## config.mk

```make
export PLATFORM = sky130hd
export DESIGN_NAME = swint_fanout
export DESIGN_NICKNAME = d
export VERILOG_FILES = /design/src/rtl/swint_pkg.sv /design/src/rtl/swint_src_pick.sv /design/src/rtl/swint_prio_arb.sv /design/src/rtl/swint_target_slot.sv /design/src/rtl/swint_fanout.sv
export SDC_FILE = /design/constraint.sdc
export NUM_CORES = 2
export LEC_CHECK = 0
export BUFFER_PORTS_ARGS = -buffer_cell sky130_fd_sc_hd__buf_2
export CORE_MARGIN = 3
export CORE_UTILIZATION = 55
export DETAILED_ROUTE_END_ITERATION = 12
export MAX_ROUTING_LAYER = met4
export PLACE_DENSITY_LB_ADDON = 0.2
export SLEW_MARGIN = 20
export SYNTH_ARGS = -nofsm -noshare
export SYNTH_HDL_FRONTEND = slang
export SYNTH_HIERARCHICAL = 1
export SYNTH_SLANG_ARGS = --single-unit
```

## constraint.sdc

```tcl
create_clock -name clk_i -period 13.6 [get_ports clk_i]
set_clock_uncertainty 0.2 [all_clocks]
set_input_delay 0 -clock clk_i [delete_from_list [all_inputs] [get_ports clk_i]]
set_output_delay 0 -clock clk_i [all_outputs]
set_load 0.03 [all_outputs]
```

## src/rtl/swint_pkg.sv

```systemverilog
package swint_pkg;

   // Default geometry of the block
   localparam int DEF_CPUS   = 8;
   localparam int DEF_IDS    = 16;
   localparam int DEF_PRIO_W = 8;

   // Structure of the per-destination priority selector
   typedef enum logic [0:0] {
      ARB_LINEAR = 1'b0,
      ARB_TREE   = 1'b1
   } arb_kind_e;

endpackage

```

## src/rtl/swint_src_pick.sv

```systemverilog
module swint_src_pick #(
   parameter  int N_SRC = swint_pkg::DEF_CPUS,
   localparam int SRC_W = $clog2(N_SRC)
) (
   input  logic [N_SRC-1:0] req_i,
   output logic             any_o,
   output logic [SRC_W-1:0] idx_o
);

   // Lowest requester index wins
   always_comb begin
      any_o = |req_i;
      idx_o = '0;
      for (int s = N_SRC - 1; s >= 0; s--) begin
         if (req_i[s]) idx_o = SRC_W'(s);
      end
   end

endmodule

```

## src/rtl/swint_prio_arb.sv

```systemverilog
module swint_prio_arb #(
   parameter  int                   N_ID     = swint_pkg::DEF_IDS,
   parameter  int                   PRIO_W   = swint_pkg::DEF_PRIO_W,
   parameter  swint_pkg::arb_kind_e ARB_KIND = swint_pkg::ARB_TREE,
   localparam int                   ID_W     = $clog2(N_ID)
) (
   input  logic [N_ID-1:0]        cand_i,
   input  logic [N_ID*PRIO_W-1:0] prio_i,
   output logic                   win_valid_o,
   output logic [ID_W-1:0]        win_id_o
);

   generate
      if (ARB_KIND == swint_pkg::ARB_TREE) begin : g_tree
         localparam int NODES = 2 * N_ID - 1;
         logic              node_v [NODES];
         logic [ID_W-1:0]   node_id[NODES];
         logic [PRIO_W-1:0] node_p [NODES];

         // Heap-ordered reduction: leaves hold ids in order, left child
         // always covers lower ids, so a tie keeps the left side.
         always_comb begin
            for (int k = 0; k < N_ID; k++) begin
               node_v [N_ID - 1 + k] = cand_i[k];
               node_id[N_ID - 1 + k] = ID_W'(k);
               node_p [N_ID - 1 + k] = prio_i[k*PRIO_W +: PRIO_W];
            end
            for (int n = N_ID - 2; n >= 0; n--) begin
               if (node_v[2*n+2] &&
                   (!node_v[2*n+1] || (node_p[2*n+2] < node_p[2*n+1]))) begin
                  node_id[n] = node_id[2*n+2];
                  node_p[n]  = node_p[2*n+2];
               end else begin
                  node_id[n] = node_id[2*n+1];
                  node_p[n]  = node_p[2*n+1];
               end
               node_v[n] = node_v[2*n+1] | node_v[2*n+2];
            end
         end

         assign win_valid_o = node_v[0];
         assign win_id_o    = node_id[0];
      end else begin : g_linear
         logic [PRIO_W-1:0] best_p;

         // Ascending scan, strict compare keeps the lower id on a tie
         always_comb begin
            win_valid_o = 1'b0;
            win_id_o    = '0;
            best_p      = '1;
            for (int k = 0; k < N_ID; k++) begin
               if (cand_i[k] &&
                   (!win_valid_o || (prio_i[k*PRIO_W +: PRIO_W] < best_p))) begin
                  win_valid_o = 1'b1;
                  win_id_o    = ID_W'(k);
                  best_p      = prio_i[k*PRIO_W +: PRIO_W];
               end
            end
         end
      end
   endgenerate

endmodule

```

## src/rtl/swint_target_slot.sv

```systemverilog
module swint_target_slot #(
   parameter  int                   N_ID     = swint_pkg::DEF_IDS,
   parameter  int                   N_SRC    = swint_pkg::DEF_CPUS,
   parameter  int                   PRIO_W   = swint_pkg::DEF_PRIO_W,
   parameter  swint_pkg::arb_kind_e ARB_KIND = swint_pkg::ARB_TREE,
   localparam int                   ID_W     = $clog2(N_ID),
   localparam int                   SRC_W    = $clog2(N_SRC)
) (
   input  logic                   clk_i,
   input  logic                   rst_ni,
   input  logic                   set_i,
   input  logic [ID_W-1:0]        set_num_i,
   input  logic [SRC_W-1:0]       set_src_i,
   input  logic                   ack_i,
   input  logic [N_ID*PRIO_W-1:0] prio_i,
   output logic                   valid_o,
   output logic [ID_W-1:0]        num_o,
   output logic [SRC_W-1:0]       src_o
);

   // One pending bit per (interrupt number, requester)
   logic [N_SRC-1:0] pend_q [N_ID];
   logic [N_ID-1:0]  num_any;
   logic [SRC_W-1:0] num_src [N_ID];
   logic             win_v;
   logic [ID_W-1:0]  win_id;

   generate
      for (genvar g = 0; g < N_ID; g++) begin : g_pick
         swint_src_pick #(
            .N_SRC (N_SRC)
         ) pick_i (
            .req_i (pend_q[g]),
            .any_o (num_any[g]),
            .idx_o (num_src[g])
         );
      end
   endgenerate

   swint_prio_arb #(
      .N_ID     (N_ID),
      .PRIO_W   (PRIO_W),
      .ARB_KIND (ARB_KIND)
   ) arb_i (
      .cand_i      (num_any),
      .prio_i      (prio_i),
      .win_valid_o (win_v),
      .win_id_o    (win_id)
   );

   assign valid_o = win_v;
   assign num_o   = win_id;
   assign src_o   = num_src[win_id];

   // Clear the presented entry, then apply the set so a colliding
   // command keeps its entry pending.
   always_ff @(posedge clk_i) begin
      if (!rst_ni) begin
         for (int i = 0; i < N_ID; i++) pend_q[i] <= '0;
      end else begin
         if (ack_i && win_v) pend_q[win_id][num_src[win_id]] <= 1'b0;
         if (set_i)          pend_q[set_num_i][set_src_i]    <= 1'b1;
      end
   end

endmodule

```

## src/rtl/swint_fanout.sv

```systemverilog
module swint_fanout #(
   parameter  int                   N_CPU    = swint_pkg::DEF_CPUS,
   parameter  int                   N_ID     = swint_pkg::DEF_IDS,
   parameter  int                   PRIO_W   = swint_pkg::DEF_PRIO_W,
   parameter  swint_pkg::arb_kind_e ARB_KIND = swint_pkg::ARB_TREE,
   localparam int                   ID_W     = $clog2(N_ID),
   localparam int                   SRC_W    = $clog2(N_CPU)
) (
   input  logic                    clk_i,
   input  logic                    rst_ni,
   input  logic                    cmd_valid_i,
   input  logic [ID_W-1:0]         cmd_num_i,
   input  logic [N_CPU-1:0]        cmd_dest_i,
   input  logic [SRC_W-1:0]        cmd_requester_i,
   input  logic [N_ID*PRIO_W-1:0]  prio_cfg_i,
   input  logic [N_CPU-1:0]        ack_i,
   output logic [N_CPU-1:0]        pend_valid_o,
   output logic [N_CPU*ID_W-1:0]   pend_num_o,
   output logic [N_CPU*SRC_W-1:0]  pend_requester_o
);

   // Elaboration-time parameter checks
   generate
      if (N_CPU < 2 || (1 << SRC_W) != N_CPU) begin : g_bad_cpu
         $error("swint_fanout: N_CPU must be a power of two, at least 2");
      end
      if (N_ID < 2 || (1 << ID_W) != N_ID) begin : g_bad_id
         $error("swint_fanout: N_ID must be a power of two, at least 2");
      end
      if (PRIO_W < 1) begin : g_bad_prio
         $error("swint_fanout: PRIO_W must be positive");
      end
   endgenerate

   // One independent slot per destination processor
   generate
      for (genvar t = 0; t < N_CPU; t++) begin : g_dest
         swint_target_slot #(
            .N_ID     (N_ID),
            .N_SRC    (N_CPU),
            .PRIO_W   (PRIO_W),
            .ARB_KIND (ARB_KIND)
         ) slot_i (
            .clk_i     (clk_i),
            .rst_ni    (rst_ni),
            .set_i     (cmd_valid_i & cmd_dest_i[t]),
            .set_num_i (cmd_num_i),
            .set_src_i (cmd_requester_i),
            .ack_i     (ack_i[t]),
            .prio_i    (prio_cfg_i),
            .valid_o   (pend_valid_o[t]),
            .num_o     (pend_num_o[t*ID_W +: ID_W]),
            .src_o     (pend_requester_o[t*SRC_W +: SRC_W])
         );
      end
   endgenerate

endmodule

```

==> impl_metrics.json <==
{
  "status": "finished clean",
  "core_sq_mm": 0.175,
  "fp.dieH_um": 426,
  "vias_per_cell": 7.03,
  "holdPathStages": 5,
  "p_per_area_mw_per_mm2": 80.6,
  "netlist_area_sq_mm": 0.0972,
  "critPathMaxStageDelay_ns": 0.95,
  "worstMarginPinSlew_ns": 1.21,
  "grt_pass1_vias": 98600,
  "antenna_found_initial": 33,
  "rows": 153,
  "grt_remaining_overflow": 0,
  "drt_iter0_markers": 12800,
  "cp_max_fo": 19,
  "fmax_mhz": 77.6,
  "grt_use_total": 0.430,
  "place_inst": 14800,
  "vias": 106000,
  "first_pass_iters": 7,
  "wl_per_cell_um": 26.6,
  "ys_seq_area_frac": 0.211,
  "r2r_start": "g_dest[6].slot_i/pend_q[4][4]",
  "setup_tns_ns": 0,
  "wl_met2_um": 176000,
  "clock_sinks": 1024,
  "worstSkewPairLatency_ns": 0.83,
  "antenna_left": 0,
  "io_buffer_count": 217,
  "cp-end-kind": "flip-flop",
  "critical_path.startpoint_type": "flip-flop",
  "die_w_um": 426,
  "gp_congestion": 1.03,
  "hpwl_um": 281000,
  "fin_crit_ns": 12.89,
  "cts.path.max_buffers": 3,
  "synth_edf_count": 0,
  "wl_met1_um": 149000,
  "fp.dieArea_sq_mm": 0.182,
  "fillCellCount": 15800,
  "r2r-end": "g_dest[6].slot_i/pend_q[0][6]",
  "min_to": "g_dest[5].slot_i/pend_q[12][6]",
  "clkTransAtPathRegs_ns": 0.06,
  "rsz0062_at_grt": "false",
  "cp_data_arrival_time_ns": 13.38,
  "drc": 0,
  "cp_slowest_cell": "o41ai_4",
  "h-tree-depth": 3,
  "async_reset_ff_frac": 0,
  "numCtsBuffers": 114,
  "drv_slew": 0,
  "io_pins": 218,
  "regMostFlops": "g_dest.slot_i/pend_q",
  "min_from": "cmd_num_i[1]",
  "largest_reg_flops": 1024,
  "cap_violations": 0,
  "netlist_instances": 12700,
  "synthDistinctLibCells": 105,
  "wirelength_um": 401000,
  "path_common_cell": "a21oi_1",
  "ys_ff_latch": 1024,
  "fin_cells": 15100,
  "syn2layout_area_growth_pct": 7.94,
  "top_layer_used": "met4",
  "cts_tree": "built",
  "relSlewSlack": 0.170,
  "yosys_warnings": 6,
  "grt_max_degree": 186,
  "vdd_drop_max_uv": 124,
  "hold_class": "input port to flip-flop",
  "drive_above_1_share": 0.120,
  "finalCritPeriodShare": 0.948,
  "routed-wl-met3_um": 42400,
  "path_class": "flip-flop to flip-flop",
  "rr_worst_depth": 37,
  "r2r_slack_ns": 0.71,
  "synth_top_flop_cell": "dfxtp_1",
  "crit_required_ns": 14.09,
  "initial_core_util": 0.556,
  "top_regs": "g_dest.slot_i/pend_q: 1024 flops",
  "setup_violations": 0,
  "p_leak_nw": 44.2,
  "root_buffer": "clkbuf_16",
  "hold_viol": 0,
  "syn_avg_cell_area_sq_um": 7.66,
  "hold_slack_ns": 0.129,
  "grt_pass1_wl_um": 593000,
  "nNetsFinal": 13600,
  "synth_nets": 13600
}
cells by family (layout without fill, tap and decap cells):
kind of cell    after synthesis  in the layout  share of synthesized area
fa+ha+maj                   815            815                      0.105
buf+inv                    1639           1669                     0.0705
mux                         584            584                     0.0724
flops                      1024           1024                      0.211
other cells                   0             45                          0
compound gates             5441           5441                      0.367
simple gates               3176           3176                      0.175
cell type report:
type                            instances  area [sq um]  share of cell area
Clock inverter                         26           300             0.00286
Inverter                              914          3430              0.0327
Sequential cell                      1024         20500               0.195
Timing Repair Buffer                  544          3720              0.0355
Clock buffer                          185          3460              0.0330
Tap cell                             2325          2910              0.0277
Multi-Input combinational cell      10000         70500               0.672
Antenna cell                           45           113             0.00107
what timing repair did:
action | CTS | global route
endpoints found under the setup margin | 0 | 93
endpoints found under the hold margin | 942 | 0
hold buffers | 29 | 0
gates resized for setup | 0 | 3
buffers inserted | 0 | 6
metrics by stage:
| stage | setup WS (ns) | power, W | utilization | area [sq um] |
|---|---|---|---|---|
| 3_5_place_dp | 0.553 | 0.00523 | 0.575 | 101000 |
| 4_1_cts | 0.312 | 0.00840 | 0.598 | 105000 |
| 6_report | 0.710 | 0.00845 | 0.600 | 105000 |
| 5_1_grt | 0.117 | 0.00875 | 0.600 | 105000 |
| 3_3_place_gp | 0.716 | 0.00518 | 0.575 | 100000 |
| 2_1_floorplan | 3.53 | 0.00447 | - | 97200 |
layout by cell type (no fill, tap or decap), types with 43 or more instances in the layout:
cell | netlist | layout
nand3_1 | 315 | 315
nor2_2 | 8 | 43
nor4_2 | 128 | 130
mux4_2 | 72 | 72
mux2_2 | 147 | 147
and2_1 | 45 | 45
buf_4 | 41 | 294
diode_2 | 0 | 45
dfxtp_1 | 1024 | 1024
ha_1 | 800 | 800
nor2_1 | 1144 | 1088
a21oi_1 | 2068 | 2068
nand4_1 | 68 | 68
and3b_1 | 135 | 135
mux2i_1 | 318 | 304
o41ai_1 | 128 | 128
o21bai_1 | 144 | 144
a211oi_1 | 65 | 65
a21boi_0 | 138 | 138
inv_1 | 906 | 906
buf_2 | 77 | 212
nand2b_1 | 149 | 149
a22oi_1 | 1047 | 1047
nor2b_1 | 227 | 227
a31oi_1 | 520 | 520
o21ai_0 | 437 | 437
clkbuf_16 | 0 | 116
a21oi_2 | 186 | 186
o21a_1 | 117 | 117
a21o_1 | 115 | 115
nor3_1 | 123 | 107
nand2_1 | 517 | 513
worst max-delay path, delay by kind of cell, from the launching register on:
kind	cells	cell delay [ns]
AOI/OAI and AO/OA	16	5.26
adders and majority gates	3	0.89
buffers and inverters	3	0.90
DFF	1	0.36
muxes	1	0.88
and+or+nand+nor	14	4.23
cell usage after synthesis (227+ instances only):
| cell | count | area (sq um) |
|---|---|---|
| a21oi_1 | 2068 | 10300 |
| nor2_1 | 1144 | 4290 |
| a22oi_1 | 1047 | 7860 |
| dfxtp_1 | 1024 | 20500 |
| inv_1 | 906 | 3400 |
| ha_1 | 800 | 10000 |
| clkbuf_1 | 539 | 2020 |
| a31oi_1 | 520 | 3250 |
| nand2_1 | 517 | 1940 |
| o21ai_0 | 437 | 2190 |
| mux2i_1 | 318 | 3180 |
| nand3_1 | 315 | 1580 |
| nor2b_1 | 227 | 1420 |
power breakdown:
part	internal [W]	switching [W]	leakage, nW
Clock	0.00181	0.00138	1.85
Sequential	0.00301	0.00000737	8.25
Combinational	0.000710	0.00154	34.1
Total	0.00553	0.00293	44.2
worst max path at each step:
stage | start | end | slack [ns] | cells past startpoint
2_1_floorplan | g_dest[0].slot_i/pend_q[12][4] | g_dest[0].slot_i/pend_q[10][2] | 3.53 | 46
3_3_place_gp | g_dest[6].slot_i/pend_q[3][4] | g_dest[6].slot_i/pend_q[13][2] | 0.72 | 38
3_5_place_dp | g_dest[6].slot_i/pend_q[3][4] | g_dest[6].slot_i/pend_q[15][2] | 0.55 | 39
4_1_cts | g_dest[4].slot_i/pend_q[3][4] | g_dest[4].slot_i/pend_q[9][1] | 0.31 | 39
5_1_grt | g_dest[6].slot_i/pend_q[4][4] | g_dest[6].slot_i/pend_q[0][6] | 0.12 | 37
6_report | g_dest[6].slot_i/pend_q[4][4] | g_dest[6].slot_i/pend_q[0][6] | 0.71 | 37
per-layer routing:
metal	up-vias	GRT usage
met4	0	0.317
li1	47800	-
met5	-	-
met3	1703	0.0954
met1	50300	0.502
met2	6245	0.650
(Power assumes the default switching activity.)
